==> src/rtl/dmdiv_pkg.sv <==
package dmdiv_pkg;
  localparam int MAX_P = 32;
  localparam int PW    = $clog2(MAX_P + 2);

  typedef struct packed {
    logic          fixed;
    logic [PW-1:0] p;
  } presc_cfg_t;

  function automatic presc_cfg_t decode_mode(input logic [2:0] m);
    presc_cfg_t c;
    if (m < 3'd5) begin
      c.fixed = 1'b0;
      c.p     = PW'(2) << m;
    end else begin
      c.fixed = 1'b1;
      c.p     = PW'(m) - PW'(4);
    end
    return c;
  endfunction
endpackage

==> src/rtl/dmdiv_cfg.sv <==
module dmdiv_cfg
  import dmdiv_pkg::*;
#(
  parameter int A_W = 6,
  parameter int B_W = 13
) (
  input  logic [2:0]     mode,
  input  logic [A_W-1:0] a_val,
  input  logic [B_W-1:0] b_val,
  input  logic           b_bypass,
  output logic [PW-1:0]  p,
  output logic           fixed,
  output logic [A_W-1:0] a_eff,
  output logic [B_W-1:0] b_term,
  output logic           cfg_ok
);
  presc_cfg_t dec;
  logic       byp_eff;

  always_comb begin
    dec     = decode_mode(mode);
    p       = dec.p;
    fixed   = dec.fixed;
    byp_eff = dec.fixed & b_bypass;
    a_eff   = dec.fixed ? '0 : a_val;
    b_term  = byp_eff ? B_W'(1) : b_val;
    cfg_ok  = (b_term != '0) &&
              (dec.fixed || ({{(B_W > A_W ? B_W - A_W : 0){1'b0}}, a_val} <= b_val));
  end
endmodule

==> src/rtl/dmdiv_presc.sv <==
module dmdiv_presc
  import dmdiv_pkg::*;
(
  input  logic          clk,
  input  logic          clr,
  input  logic [PW-1:0] p,
  input  logic          use_plus1,
  output logic          wrap
);
  logic [PW-1:0] pc;
  logic [PW-1:0] modulus;

  always_comb begin
    modulus = p + PW'(use_plus1);
    wrap    = (pc == modulus - PW'(1));
  end

  always_ff @(posedge clk) begin
    if (clr)       pc <= '0;
    else if (wrap) pc <= '0;
    else           pc <= pc + PW'(1);
  end


  pc_in_range_chk: assert property (@(posedge clk) disable iff (clr)
    pc < modulus);
endmodule

==> src/rtl/dmdiv_swallow.sv <==
module dmdiv_swallow #(
  parameter int A_W = 6,
  parameter int B_W = 13
) (
  input  logic           clk,
  input  logic           clr,
  input  logic           wrap,
  input  logic [A_W-1:0] a_eff,
  input  logic [B_W-1:0] b_term,
  output logic           use_plus1,
  output logic           term
);
  localparam int CW = (A_W > B_W) ? A_W : B_W;
  logic [B_W-1:0] bcnt;

  always_comb begin
    use_plus1 = (CW'(bcnt) < CW'(a_eff));
    term      = wrap && (bcnt == b_term - B_W'(1));
  end

  always_ff @(posedge clk) begin
    if (clr)       bcnt <= '0;
    else if (term) bcnt <= '0;
    else if (wrap) bcnt <= bcnt + B_W'(1);
  end


  bcnt_range_chk: assert property (@(posedge clk) disable iff (clr)
    bcnt < b_term);
endmodule

==> src/rtl/dmdiv_top.sv <==
module dmdiv_top
  import dmdiv_pkg::*;
#(
  parameter int A_W = 6,
  parameter int B_W = 13
) (
  input  logic           clk,
  input  logic           rst,
  input  logic           sync_rst,
  input  logic [2:0]     mode,
  input  logic [A_W-1:0] a_val,
  input  logic [B_W-1:0] b_val,
  input  logic           b_bypass,
  output logic           pulse_o
);
  logic [PW-1:0]  p;
  logic           fixed;
  logic [A_W-1:0] a_eff;
  logic [B_W-1:0] b_term;
  logic           cfg_ok;
  logic           clr;
  logic           wrap;
  logic           use_plus1;
  logic           term;
  logic           n_one;

  dmdiv_cfg #(.A_W(A_W), .B_W(B_W)) cfg_i (
    .mode(mode), .a_val(a_val), .b_val(b_val), .b_bypass(b_bypass),
    .p(p), .fixed(fixed), .a_eff(a_eff), .b_term(b_term), .cfg_ok(cfg_ok)
  );

  assign clr   = rst | sync_rst | ~cfg_ok;
  assign n_one = fixed && (p == PW'(1)) && (b_term == B_W'(1));

  dmdiv_presc presc_i (
    .clk(clk), .clr(clr), .p(p), .use_plus1(use_plus1), .wrap(wrap)
  );

  dmdiv_swallow #(.A_W(A_W), .B_W(B_W)) swal_i (
    .clk(clk), .clr(clr), .wrap(wrap), .a_eff(a_eff), .b_term(b_term),
    .use_plus1(use_plus1), .term(term)
  );

  always_ff @(posedge clk) begin
    if (clr) pulse_o <= 1'b0;
    else     pulse_o <= term;
  end


  sync_clears_chk: assert property (@(posedge clk) disable iff (rst)
    sync_rst |=> !pulse_o);

  invalid_low_chk: assert property (@(posedge clk) disable iff (rst)
    !cfg_ok |=> !pulse_o);

  one_wide_chk: assert property (@(posedge clk) disable iff (rst || sync_rst)
    (pulse_o && !n_one) |=> !pulse_o);
endmodule

==> config.mk <==
export PLATFORM = sky130hd
export DESIGN_NAME = dmdiv_top
export DESIGN_NICKNAME = d
export VERILOG_FILES = /design/src/rtl/dmdiv_pkg.sv /design/src/rtl/dmdiv_cfg.sv /design/src/rtl/dmdiv_presc.sv /design/src/rtl/dmdiv_swallow.sv /design/src/rtl/dmdiv_top.sv
export SDC_FILE = /design/constraint.sdc
export NUM_CORES = 1
export LEC_CHECK = 0
export ABC_AREA = 1
export ABC_CLOCK_PERIOD_IN_PS = 4600
export BUFFER_PORTS_ARGS = -buffer_cell sky130_fd_sc_hd__buf_2
export CORE_ASPECT_RATIO = 1.2
export CORE_MARGIN = 2
export CORE_UTILIZATION = 40
export DETAILED_ROUTE_END_ITERATION = 6
export PLACE_DENSITY = 0.55
export SLEW_MARGIN = 25
export SYNTH_ARGS = -nofsm -noshare
export SYNTH_HDL_FRONTEND = slang
export SYNTH_SLANG_ARGS = --single-unit
==> constraint.sdc <==
create_clock -name clk -period 4.6 [get_ports clk]
set_clock_uncertainty 0.1 [all_clocks]
set_input_delay 0.46 -clock clk [delete_from_list [all_inputs] [get_ports clk]]
set_output_delay 0.46 -clock clk [all_outputs]
set_load 0.005 [all_outputs]
==> impl_metrics.ini <==
[outcome]
outcome = finished clean

[drt]
dr.pass1.iters = 4
via_count = 2087
drc = 0
wl_per_cell_um = 11.6
drtIter0Drc = 91
wirelength_um = 4990
ant_nets = 0
viasPerCell = 4.85

[cts]
root_buffer = clkbuf_8
numCtsBuffers = 3
cts_resized = 0
cts_sinks = 20
clk_latency_ps = 250
cts_setup_buffers = 0
clkTransAtPathRegs_ps = 60
h-tree-depth = 1
postCtsHoldBufs = 0
cts_tree = built
clk_path_buf_depth = 2

[global_routing]
grt_max_degree = 32
track_usage_pct = 18.4
grt-ovfl-total = 0
antenna_found_initial = 0
grt_pass1_vias = 1919
grt_pass1_wl_um = 8560

[yosys]
syn_inst = 345
synth_enable_flop_cells = 0
ys_seq_elements = 20
syn_avg_cell_area_um2 = 5.96
syn_nets = 387
netlist_area_mm2 = 0.00206
yosys-top-cells-count = nand2_1, inv_1, nand3_1, nor2_1, dfxtp_1
yosysMostFrequentCell = nand2_1
ys.flop_type = dfxtp_1
ys_warn_count = 0
ys_seq_area_share_pct = 19.5
yosys-top-cells-area = dfxtp_1, nand2_1, inv_1, ha_1, nand3_1
ys_async_sr_fraction_pct = 0
yosysTopAreaCell = dfxtp_1
synth_top_area_share_pct = 19.5
synthDistinctLibCells = 29

[worst_setup_path]
worstPathArrival_ps = 3700
startpoint_type = primary input
crit_slowest_cell = ha_1
required_ps = 4640
critPathMaxFanout = 13
cpPeakStageDelay_ps = 300
worstSetupPathType = primary input to flop
worstPathCellList = buf_2 -> inv_1 -> nand2_2 -> nand2_1 -> nand2_1 -> ha_1 -> a21oi_1 -> o21ai_0 -> o211ai_1 -> nand3_1 -> ha_1 -> ha_1 -> xnor2_1 -> nor2_1 -> nand2_1 -> nor2_1 -> nand2_2 -> nor2_1 -> nand2_1 -> nor3_2 -> nand3_1 -> nand2_2 -> nor2_1
endpoint_kind = flop

[finish]
layout-drive-gt1-share_pct = 10.5
stdcell_count = 430
num-nets-final = 414
n_antenna_cell = 0
area_growth_pct = 10.1

[sta]
maxSlewViolCount = 0
hold_viol = 0
period_share_pct = 79.7
worst_pin_slew_ps = 581
rsz0062_at_grt = false
layout_min_cycle_time_ps = 3670
slew-limit-headroom_pct = 61.2
tns_ps = 0
max_freq_mhz = 273
setup_viol_count_final = 0

[floorplanning]
dieArea_mm2 = 0.00573
die_w_um = 69.4
initial_core_util_pct = 41.6
ioPinCount = 27
num_rows = 28
die_h_um = 82.5
core_area_mm2 = 0.00494

[pwr]
powerDensity_mw_per_mm2 = 177
leakage_uw = 0.00111
vdd_drop_max_uv = 224

[placed_design]
post-place-cells = 427
port_buffers = 26
dp_hpwl_um = 4180
routabilityCongestion = 0.817

[flow_run]
cap_violations = 0

[min_path]
hold_class = flop to flop
[flip-flops by register name, indices dropped and copies added (netlist names)]
signal	count
pulse_o	1
presc_i.pc	6
swal_i.bcnt	13
[critical path, delay by kind of cell]
family	cells	cell delay, ps
buffers and inverters	2	220
adders and majority gates	3	830
and+or+nand+nor	14	1640
xor gates and xnor gates	1	130
AOI/OAI and AO/OA	3	410
[power by group]
part	leakage, µW	internal, µW	switching (µW)	total, µW
clock network	0.0000216	58.2	51.1	109
logic	0.000924	42.5	71.8	114
registers	0.000161	175	2.73	178
[area by class of cell]
| class | instances | area [µm²] |
|---|---|---|
| Inverter | 60 | 225 |
| Sequential cell | 20 | 400 |
| Multi-Input combinational cell | 261 | 1390 |
| Tap cell | 60 | 75.1 |
| Fill cell | 566 | 2680 |
| Timing Repair Buffer | 26 | 130 |
| Clock buffer | 3 | 41.3 |
[routing by layer]
| layer | track usage [%] | part of all wire [%] |
|---|---|---|
| met5 | 0 | 0 |
| met1 | 24.2 | 51 |
| met4 | 5.10 | 1.0 |
| met3 | 1.46 | 2.5 |
| met2 | 32.5 | 46 |
[path summary, 6_finish.rpt]
| check | start | endpoint | slack, ps | cells past startpoint |
|---|---|---|---|---|
| hold reg to reg | presc_i.pc[0] | presc_i.pc[0] | 400 | 1 |
| setup reg to reg | swal_i.bcnt[2] | swal_i.bcnt[0] | 1270 | 18 |
| setup / recovery | mode[0] | swal_i.bcnt[0] | 930 | 23 |
| hold / removal | presc_i.pc[0] | presc_i.pc[0] | 400 | 1 |
[through the flow]
step	setup slack (ps)	util [%]	hold WS (ps)	cell area [µm²]	total power, µW
6_report	932	45.8	399	2260	402
2_1_floorplan	1270	-	352	2060	264
3_3_place_gp	662	45.0	386	2220	296
4_1_cts	910	45.8	401	2260	408
5_1_grt	551	45.8	430	2260	429
3_5_place_dp	643	45.0	385	2220	297
[cell families after synthesis]
kind of cell	count (synthesis)	synth area share (%)
AOI/OAI and AO/OA	27	7.79
adders and majority gates	16	9.74
buffers and inverters	64	12.8
xor gates and xnor gates	22	9.37
and+or+nand+nor	196	40.8
DFF	20	19.5
[placed cells by master, fill, tap and decap left out, drive strengths merged]
master,synthesis,final
a21boi,1,1
o21bai,1,1
buf,4,26
o21ai,13,13
nand3,40,40
clkbuf,0,3
nor4,3,3
xnor2,3,3
inv,60,60
o31ai,2,2
xor2,19,19
o2111ai,1,1
nor3,8,8
and3,1,1
a311oi,1,1
ha,16,16
dfxtp,20,20
nand2,100,100
nor2,41,41
a21oi,7,7
nand4,3,3
o211ai,1,1
Power figures use the tool's default switching activity.
